## src/rtl/pixel_mix_pkg.sv

```systemverilog
package pixel_mix_pkg;
  typedef enum logic {
    FMT_TWOS = 1'b0,
    FMT_UNS  = 1'b1
  } pix_fmt_e;
endpackage

```

## src/rtl/pixel_mix_front.sv

```systemverilog
module pixel_mix_front
  import pixel_mix_pkg::*;
#(
  parameter int PIX_W = 12,
  parameter int MIX_W = 12
) (
  input  logic                    clk,
  input  logic                    rst_n,
  input  logic [PIX_W-1:0]        pix_a,
  input  logic [PIX_W-1:0]        pix_b,
  input  logic [MIX_W-1:0]        mix_k,
  input  logic                    mix_load,
  input  pix_fmt_e                fmt_in,
  output logic signed [PIX_W:0]   a_ext,
  output logic signed [PIX_W:0]   b_ext,
  output logic [MIX_W-1:0]        w_a,
  output logic [MIX_W-1:0]        w_b,
  output pix_fmt_e                fmt_out
);
  localparam logic [MIX_W-1:0] MIX_ONE = {1'b1, {(MIX_W-1){1'b0}}};

  function automatic logic [MIX_W-1:0] clamp_mix(input logic [MIX_W-1:0] m);
    return m[MIX_W-1] ? MIX_ONE : m;
  endfunction

  function automatic logic signed [PIX_W:0] widen_pix(input logic [PIX_W-1:0] p,
                                                       input pix_fmt_e f);
    return (f == FMT_UNS) ? {1'b0, p} : {p[PIX_W-1], p};
  endfunction

  // stage 1: capture pixels and format, mix register with load strobe
  logic [PIX_W-1:0] a_q, b_q;
  logic [MIX_W-1:0] m_q;
  pix_fmt_e         fmt_q;

  always_ff @(posedge clk) begin
    if (!rst_n) begin
      a_q   <= '0;
      b_q   <= '0;
      m_q   <= '0;
      fmt_q <= FMT_TWOS;
    end else begin
      a_q   <= pix_a;
      b_q   <= pix_b;
      fmt_q <= fmt_in;
      if (mix_load) m_q <= mix_k;
    end
  end

  // stage 2: format conversion and weight pair
  logic [MIX_W-1:0] m_clamped;
  assign m_clamped = clamp_mix(m_q);

  always_ff @(posedge clk) begin
    if (!rst_n) begin
      a_ext   <= '0;
      b_ext   <= '0;
      w_a     <= '0;
      w_b     <= MIX_ONE;
      fmt_out <= FMT_TWOS;
    end else begin
      a_ext   <= widen_pix(a_q, fmt_q);
      b_ext   <= widen_pix(b_q, fmt_q);
      w_a     <= m_clamped;
      w_b     <= MIX_ONE - m_clamped;
      fmt_out <= fmt_q;
    end
  end

  p_mix_load_r5: assert property (@(posedge clk) disable iff (!rst_n)
    mix_load |=> (m_q == $past(mix_k)));
  p_mix_hold_r5: assert property (@(posedge clk) disable iff (!rst_n)
    !mix_load |=> $stable(m_q));
  p_weight_sum_r1: assert property (@(posedge clk) disable iff (!rst_n)
    ((w_a <= MIX_ONE) && ({1'b0, w_a} + {1'b0, w_b} == {1'b0, MIX_ONE})));
endmodule

```

## src/rtl/pixel_mix_mac.sv

```systemverilog
module pixel_mix_mac
  import pixel_mix_pkg::*;
#(
  parameter int PIX_W = 12,
  parameter int MIX_W = 12,
  localparam int PROD_W = PIX_W + MIX_W + 2,
  localparam int SUM_W  = PROD_W + 1
) (
  input  logic                     clk,
  input  logic                     rst_n,
  input  logic signed [PIX_W:0]    a_ext,
  input  logic signed [PIX_W:0]    b_ext,
  input  logic [MIX_W-1:0]         w_a,
  input  logic [MIX_W-1:0]         w_b,
  input  pix_fmt_e                 fmt_in,
  output logic signed [SUM_W-1:0]  sum_q,
  output pix_fmt_e                 fmt_out
);
  function automatic logic signed [PROD_W-1:0] weigh(input logic signed [PIX_W:0] p,
                                                      input logic [MIX_W-1:0] w);
    logic signed [MIX_W:0] ws;
    ws = $signed({1'b0, w});
    return PROD_W'(p) * PROD_W'(ws);
  endfunction

  logic signed [PROD_W-1:0] prod_a, prod_b;
  pix_fmt_e fmt3;

  // stage 3: products
  always_ff @(posedge clk) begin
    if (!rst_n) begin
      prod_a <= '0;
      prod_b <= '0;
      fmt3   <= FMT_TWOS;
    end else begin
      prod_a <= weigh(a_ext, w_a);
      prod_b <= weigh(b_ext, w_b);
      fmt3   <= fmt_in;
    end
  end

  // stage 4: sum
  always_ff @(posedge clk) begin
    if (!rst_n) begin
      sum_q   <= '0;
      fmt_out <= FMT_TWOS;
    end else begin
      sum_q   <= SUM_W'(prod_a) + SUM_W'(prod_b);
      fmt_out <= fmt3;
    end
  end

  p_zero_weight_r3: assert property (@(posedge clk) disable iff (!rst_n)
    (w_a == '0) |=> (prod_a == '0));
endmodule

```

## src/rtl/pixel_mix_back.sv

```systemverilog
module pixel_mix_back
  import pixel_mix_pkg::*;
#(
  parameter int MIX_W = 12,
  parameter int OUT_W = 13,
  parameter int SUM_W = 27
) (
  input  logic                    clk,
  input  logic                    rst_n,
  input  logic signed [SUM_W-1:0] sum_in,
  input  pix_fmt_e                fmt_in,
  output logic [OUT_W-1:0]        res_q,
  output logic                    ovf_q,
  output pix_fmt_e                fmt_out
);
  localparam int SHIFT = MIX_W - 2;
  localparam logic signed [SUM_W-1:0] U_MAX = SUM_W'((1 << OUT_W) - 1);
  localparam logic signed [SUM_W-1:0] S_MAX = SUM_W'((1 << (OUT_W-1)) - 1);
  localparam logic signed [SUM_W-1:0] S_MIN = -SUM_W'(1 << (OUT_W-1));

  function automatic logic signed [SUM_W-1:0] scale_sum(input logic signed [SUM_W-1:0] s);
    return s >>> SHIFT;
  endfunction

  function automatic logic [OUT_W:0] clip(input logic signed [SUM_W-1:0] v,
                                          input pix_fmt_e f);
    logic signed [SUM_W-1:0] lo, hi;
    lo = (f == FMT_UNS) ? '0 : S_MIN;
    hi = (f == FMT_UNS) ? U_MAX : S_MAX;
    if (v > hi)      return {1'b1, hi[OUT_W-1:0]};
    else if (v < lo) return {1'b1, lo[OUT_W-1:0]};
    else             return {1'b0, v[OUT_W-1:0]};
  endfunction

  logic signed [SUM_W-1:0] scaled_q;
  pix_fmt_e fmt5;
  logic [OUT_W:0] clipped;

  // stage 5: fixed doubling and fraction removal
  always_ff @(posedge clk) begin
    if (!rst_n) begin
      scaled_q <= '0;
      fmt5     <= FMT_TWOS;
    end else begin
      scaled_q <= scale_sum(sum_in);
      fmt5     <= fmt_in;
    end
  end

  assign clipped = clip(scaled_q, fmt5);

  // stage 6: saturation and output register
  always_ff @(posedge clk) begin
    if (!rst_n) begin
      res_q   <= '0;
      ovf_q   <= 1'b0;
      fmt_out <= FMT_TWOS;
    end else begin
      res_q   <= clipped[OUT_W-1:0];
      ovf_q   <= clipped[OUT_W];
      fmt_out <= fmt5;
    end
  end

  p_no_overflow_r8: assert property (@(posedge clk) disable iff (!rst_n) !ovf_q);
  p_uns_scaled_r4: assert property (@(posedge clk) disable iff (!rst_n)
    (fmt5 == FMT_UNS) |-> (scaled_q >= 0));
endmodule

```

## src/rtl/pixel_mix_top.sv

```systemverilog
module pixel_mix_top
  import pixel_mix_pkg::*;
#(
  parameter int PIX_W = 12,
  parameter int MIX_W = 12,
  parameter int OUT_W = PIX_W + 1
) (
  input  logic             clk,
  input  logic             rst_n,
  input  logic [PIX_W-1:0] pix_a,
  input  logic [PIX_W-1:0] pix_b,
  input  logic [MIX_W-1:0] mix_k,
  input  logic             mix_load,
  input  logic             fmt_unsigned,
  output logic [OUT_W-1:0] mix_out,
  output logic             out_unsigned,
  output logic             out_ovf
);
  localparam int SUM_W = PIX_W + MIX_W + 3;

  logic signed [PIX_W:0]   a_ext, b_ext;
  logic [MIX_W-1:0]        w_a, w_b;
  logic signed [SUM_W-1:0] sum;
  pix_fmt_e                fmt2, fmt4, fmt6;

  pixel_mix_front #(.PIX_W(PIX_W), .MIX_W(MIX_W)) u_front (
    .clk(clk), .rst_n(rst_n), .pix_a(pix_a), .pix_b(pix_b), .mix_k(mix_k),
    .mix_load(mix_load), .fmt_in(pix_fmt_e'(fmt_unsigned)),
    .a_ext(a_ext), .b_ext(b_ext), .w_a(w_a), .w_b(w_b), .fmt_out(fmt2));

  pixel_mix_mac #(.PIX_W(PIX_W), .MIX_W(MIX_W)) u_mac (
    .clk(clk), .rst_n(rst_n), .a_ext(a_ext), .b_ext(b_ext), .w_a(w_a), .w_b(w_b),
    .fmt_in(fmt2), .sum_q(sum), .fmt_out(fmt4));

  pixel_mix_back #(.MIX_W(MIX_W), .OUT_W(OUT_W), .SUM_W(SUM_W)) u_back (
    .clk(clk), .rst_n(rst_n), .sum_in(sum), .fmt_in(fmt4),
    .res_q(mix_out), .ovf_q(out_ovf), .fmt_out(fmt6));

  assign out_unsigned = (fmt6 == FMT_UNS);
endmodule

```

## config.mk

```make
export PLATFORM = sky130hd
export DESIGN_NAME = pixel_mix_top
export DESIGN_NICKNAME = d
export VERILOG_FILES = /design/src/rtl/pixel_mix_pkg.sv /design/src/rtl/pixel_mix_front.sv /design/src/rtl/pixel_mix_mac.sv /design/src/rtl/pixel_mix_back.sv /design/src/rtl/pixel_mix_top.sv
export SDC_FILE = /design/constraint.sdc
export NUM_CORES = 1
export LEC_CHECK = 0
export ABC_CLOCK_PERIOD_IN_PS = 5700
export BUFFER_PORTS_ARGS = -buffer_cell sky130_fd_sc_hd__clkbuf_2
export CAP_MARGIN = 20
export CORE_MARGIN = 3
export CORE_UTILIZATION = 59
export CTS_CLUSTER_DIAMETER = 60
export DETAILED_ROUTE_END_ITERATION = 12
export GPL_ROUTABILITY_DRIVEN = 1
export PLACE_DENSITY = 0.79
export SKIP_LAST_GASP = 1
export SYNTH_ARGS = -nofsm -noshare
export SYNTH_HDL_FRONTEND = slang
export SYNTH_SLANG_ARGS = --single-unit
```

## constraint.sdc

```tcl
create_clock -name clk -period 5.7 [get_ports clk]
set_input_delay 0.285 -clock clk [delete_from_list [all_inputs] [get_ports clk]]
set_output_delay 0.285 -clock clk [all_outputs]
set_load 0.02 [all_outputs]
```

* Word level (Yosys, flattened, before mapping)
Cells that the tools add are included.
** Storage, ports and cells
- Register bits after elaboration :: 202
- Bits of input ports :: 40
- Output and inout port bits :: 15
- Logic and storage cells :: 34
** Operators by class
- $add $sub $neg :: 2
- Multiply operators :: 2
- Magnitude comparators :: 2
- Mux-type cells :: 5
- Bitwise gates (word level) :: 1
- Reductions and logical operators :: 1
** Operator list (number)
- 13-bit by 13-bit multiplier with 26-bit output :: 2
- 14-bit 2-to-1 mux :: 2
- 26-bit by 26-bit adder with 27-bit output :: 1
- 17-bit by 27-bit < comparator with 1-bit output :: 1
- 27-bit 2-to-1 mux :: 1
- 17-bit by 14-bit > comparator with 1-bit output :: 1
- 13-bit 2-to-1 mux :: 1
- 12-bit 2-to-1 mux :: 1
- 12-bit subtractor, first input constant :: 1
- 2-bit OR reduction :: 1
- 1-bit NOT :: 1

* Longest topological paths before layout
- Word-level depth :: 4
- Mapped depth :: 21
- Gate-level depth less buffers :: 19

* By module
A second synthesis with hierarchy kept.
** Second synthesis, totals
- Cells, all modules :: 2136
- Area total of the unflattened synthesis :: 19592.5 sq um
** Modules (own cells, without submodules)
- pixel_mix_mac :: times used 1, cells an instance 1786, area each 15660.0 sq um, seq. area each 1621.6 sq um
- pixel_mix_front :: times used 1, cells an instance 241, area each 2775.2 sq um, seq. area each 1741.7 sq um
- pixel_mix_back :: times used 1, cells an instance 109, area each 1157.4 sq um, seq. area each 660.6 sq um

* Worst setup path after synthesis
Ideal clock, no wire load.
- Path type :: flip-flop to flip-flop
- Start :: register u_front.w_a[4]
- End :: register u_mac.prod_a[25]
- Library setup time :: 0.121 ns
- Data arrival time :: 5.327 ns
- Data required time :: 5.579 ns
- Slack :: 0.252 ns
- Cell stages (with the launch flop) :: 19
- Buffers on the path :: 1
- Period minus slack after synthesis :: 5.448 ns
- Cells stage by stage :: dfxtp_1 > clkbuf_1 > nand2_1 > inv_1 > fa_1 > fa_1 > inv_1 > fa_1 > inv_1 > fa_1 > inv_1 > fa_1 > inv_1 > ha_1 > a21oi_1 > inv_1 > or2_2 > o41ai_2 > mux2_2
** On the way
- Word-level cells in the longest chain between the ends :: 1
** RTL lines
- from (decl) :: line pixel_mix_front.sv:16 : output logic [MIX_W-1:0] w_a,
- from (signal assigned) :: line pixel_mix_front.sv:64 : w_a <= m_clamped;
- 13-bit by 13-bit multiplier with 26-bit output :: line pixel_mix_mac.sv:23 : return PROD_W'(p) * PROD_W'(ws);
- to (signal assigned) :: line pixel_mix_mac.sv:36 : prod_a <= weigh(a_ext, w_a);
- to (decl) :: line pixel_mix_mac.sv:26 : logic signed [PROD_W-1:0] prod_a, prod_b;
No other way between the ends.
A chain may end at the register's enable or synchronous reset.

* Worst setup path after layout
- Start :: register u_front.a_ext[12]
- End :: register u_mac.prod_a[25]
** On the way
- Word-level cells in the longest chain between the ends :: 1
** RTL lines
- from (decl) :: line pixel_mix_front.sv:14 : output logic signed [PIX_W:0] a_ext,
- from (signal assigned) :: line pixel_mix_front.sv:62 : a_ext <= widen_pix(a_q, fmt_q);
- 13-bit by 13-bit multiplier with 26-bit output :: line pixel_mix_mac.sv:23
No other way between the ends.

==> impl_results.md <==
* Outcome: complete, no violations
* Post-synth EDFFs at 0
* Initial Utilization at 0.599
* Reg2Reg Capture Point: u_mac.prod_a[25]
* Vias at 13500
* GRT overflow at 0
* Fillers at 2450
* R2R cell count at 17
* Leading cell types in the layout, fill and taps excluded: inv_1, fa_1, and2_1
* Util after Layout at 0.640
* Critical path arrival at 5.80 ns
* Die width at 185 um
* Die height at 185 um
* Hpwl dp at 32.2 mm
* Inserted Clock Buffers at 17
* Total Routed Length at 40.3 mm
* Prevailing post-synth register cell: dfxtp_1
* PnR Total Power at 3.57 mW
* Synth Area per Inst at 9.09 um2
* Synth Instances at 2086
* Worst Tran Pin Value at 0.791 ns
* CP required at 6.02 ns
* Final setup violation count at 0
* DIE AREA at 34300 um2
* DR pass1 iterations at 7
* Skew final at 0.0115 ns
* DR WL/cell at 16.0 um
* Placed Instances at 2481
* Critical Path End Type: flip-flop
* Worst reg-to-reg setup slack at 0.22 ns
* Vias in the first global route at 14000
* Distinct cells, synth at 71
* Seq/Total Area, Yosys at 0.202
* Post-synthesis register bit count at 191
* CTS Hold Bufs at 0
* ANT nets after route at 0
* Fin. max-slew vios at 0
* Pin count of the biggest net entering global routing at 72
* Num Clock Sinks at 191
* Max Cap Viol at 0
* First-pass GRT wire length at 67.5 mm
* Peak VDD IR at 0.366 mV
* Mapped Nets at 2576
* Syn. warnings at 0
* Overall Global Routing Usage at 0.244
* Final period utilization at 0.962
* Crit path time final at 5.48 ns
* Mapped Area at 19000 um2
* Layout Cells excl Fill at 2514
* Nets at 2590
* DRC Markers at 0
* H-Tree Depth at 4
* Via density at 5.36
* CP Max Fanout at 7
* TritonCTS clock tree: yes
* Reg clk slew, reported paths at 0.07 ns
* Worst rel slew slack at 0.472
* Hold Crit Class: in2reg
* Async S/R FF share, synth at 0
* Setup CP Type: reg2reg
* IO Port Bufs at 54
* WHS Path Cells at 2
* Area Overhead vs Synth at 6.70%
* Startpoint class of the critical path: flip-flop
* Root Buffer: clkbuf_16
* Hold_sp: pix_b[7]
* Power Density at 177 nW/um2
* Reg2Reg Launch Point: u_front.a_ext[12]
* Clock tree buffer depth at 2
* Worst hold margin at 0.0445 ns
* 1st-iter DRT viols at 868
* Layout cells sized above 1 at 0.0720
* Hold Vio Cnt, Final at 0
* GPL Wtd Cong at 0.940
* Initial antenna violation count at 0
* Cell Rows at 65
* Hold worst-path end: u_front.b_q[7]
* ANT cells at 0
* IO Count at 55
* Clock latency on the worst-skew pair at 0.44 ns
* Core area at 31600 um2
* Most common cell after layout, fill and taps aside: inv_1
* Fmax at 182 MHz
* Leak at 10.3 nW
==> critical path, stage by stage (launching register included) <==
cell and delay, ns:
dfxtp_2 0.36, and2_1 0.23, fa_1 0.60, inv_1 0.07, fa_2 0.63, inv_1 0.09
buf_4 0.18, fa_1 0.49, fa_1 0.48, inv_1 0.06, fa_1 0.54, inv_1 0.05
ha_1 0.35, a21oi_1 0.18, inv_1 0.07, or2_2 0.32, o41ai_2 0.28, mux2_2 0.38
==> how the worst max path moves through the flow <==
stage,cells after the start,endpoint,startpoint,slack [ns]
after detailed placement,19,u_mac.prod_a[25],u_front.a_ext[12],0.17
after global placement,19,u_mac.prod_a[25],u_front.a_ext[12],0.31
after CTS,17,u_mac.prod_a[25],u_front.w_a[7],0.13
after global routing,17,u_mac.prod_a[25],u_front.a_ext[12],-0.01
final,17,u_mac.prod_a[25],u_front.a_ext[12],0.22
after floorplan,18,u_mac.prod_a[25],u_front.w_a[4],0.25
==> per-stage QoR <==
stage	setup slack (ns)	setup TNS [ns]	instance area, um2
finish	0.219	0	20200
global placement	0.315	0	19600
CTS	0.126	0	20200
floorplan	0.252	0	19000
detailed placement	0.170	0	19600
global route	-0.0143	-0.0143	20200
==> final cells by class <==
| type | instances | area, um2 | share of cell area |
|---|---|---|---|
| Multi-Input combinational cell | 1373 | 13200 | 0.653 |
| Clock buffer | 17 | 425 | 0.0210 |
| Inverter | 440 | 1650 | 0.0816 |
| Tap cell | 402 | 503 | 0.0249 |
| Clock inverter | 14 | 153 | 0.00754 |
| Timing Repair Buffer | 77 | 443 | 0.0219 |
| Sequential cell | 191 | 3840 | 0.190 |
==> metal layers <==
layer,track usage,routed length [um],share of wire
met2,0.402,18900,0.47
met1,0.333,17700,0.44
met5,0,0,0
met4,0.0603,674,0.017
met3,0.0528,2900,0.072
==> sequential cells by signal (all words and copies together), names as in the netlist, 11 cells and up <==
signal           count
u_mac.prod_a        26
u_mac.prod_b        26
u_front.a_ext       13
u_front.a_q         12
u_front.w_b         12
u_mac.sum_q         17
u_front.w_a         11
u_front.b_ext       13
u_back.scaled_q     17
u_back.res_q        13
u_front.b_q         12
u_front.m_q         12
==> logic make-up (layout without fill, tap and decap cells) <==
group / count (synthesis) / count (layout) / synth area share
XOR/XNOR: 41 / 41 / 0.0189
adder cells (fa/ha/maj): 450 / 450 / 0.414
multiplexers: 24 / 24 / 0.0129
AO/OA/AOI/OAI: 201 / 201 / 0.0707
buffers and inverters: 522 / 548 / 0.104
flip-flops: 191 / 191 / 0.202
AND/OR/NAND/NOR: 657 / 657 / 0.178
==> synth_stat cells, types with 5 or more instances <==
master,n,area [um2]
a21oi_1,65,325
nor3b_1,7,52.6
o21a_1,23,173
a211oi_1,5,37.5
nand3_1,18,90.1
and3_1,14,87.6
a211o_1,5,43.8
nand2_1,206,773
mux2i_1,21,210
o21ai_0,32,160
buf_1,7,26.3
nand2b_1,12,75.1
or2_2,6,37.5
nand4_1,7,43.8
and2_1,244,1530
clkbuf_1,73,274
a21o_1,16,120
xnor2_1,30,263
nor2_1,82,308
a31oi_1,9,56.3
fa_1,296,5930
dfxtp_1,191,3820
xor2_1,11,96.3
nor2b_1,12,75.1
inv_1,439,1650
ha_1,154,1930
nor3_1,31,155
==> power breakdown <==
| group | internal, mW | leakage [nW] | total (mW) | switching, mW |
|---|---|---|---|---|
| clock | 0.616 | 0.267 | 1.17 | 0.549 |
| sequential | 1.45 | 1.57 | 1.56 | 0.105 |
| combinational | 0.350 | 8.42 | 0.849 | 0.499 |
| total | 2.42 | 10.3 | 3.57 | 1.15 |
==> what timing repair did <==
item | CTS | global route
buffers inserted | 0 | 1
endpoints found under the setup margin | 0 | 8
gates resized for setup | 0 | 21
(Power assumes the default switching activity.)
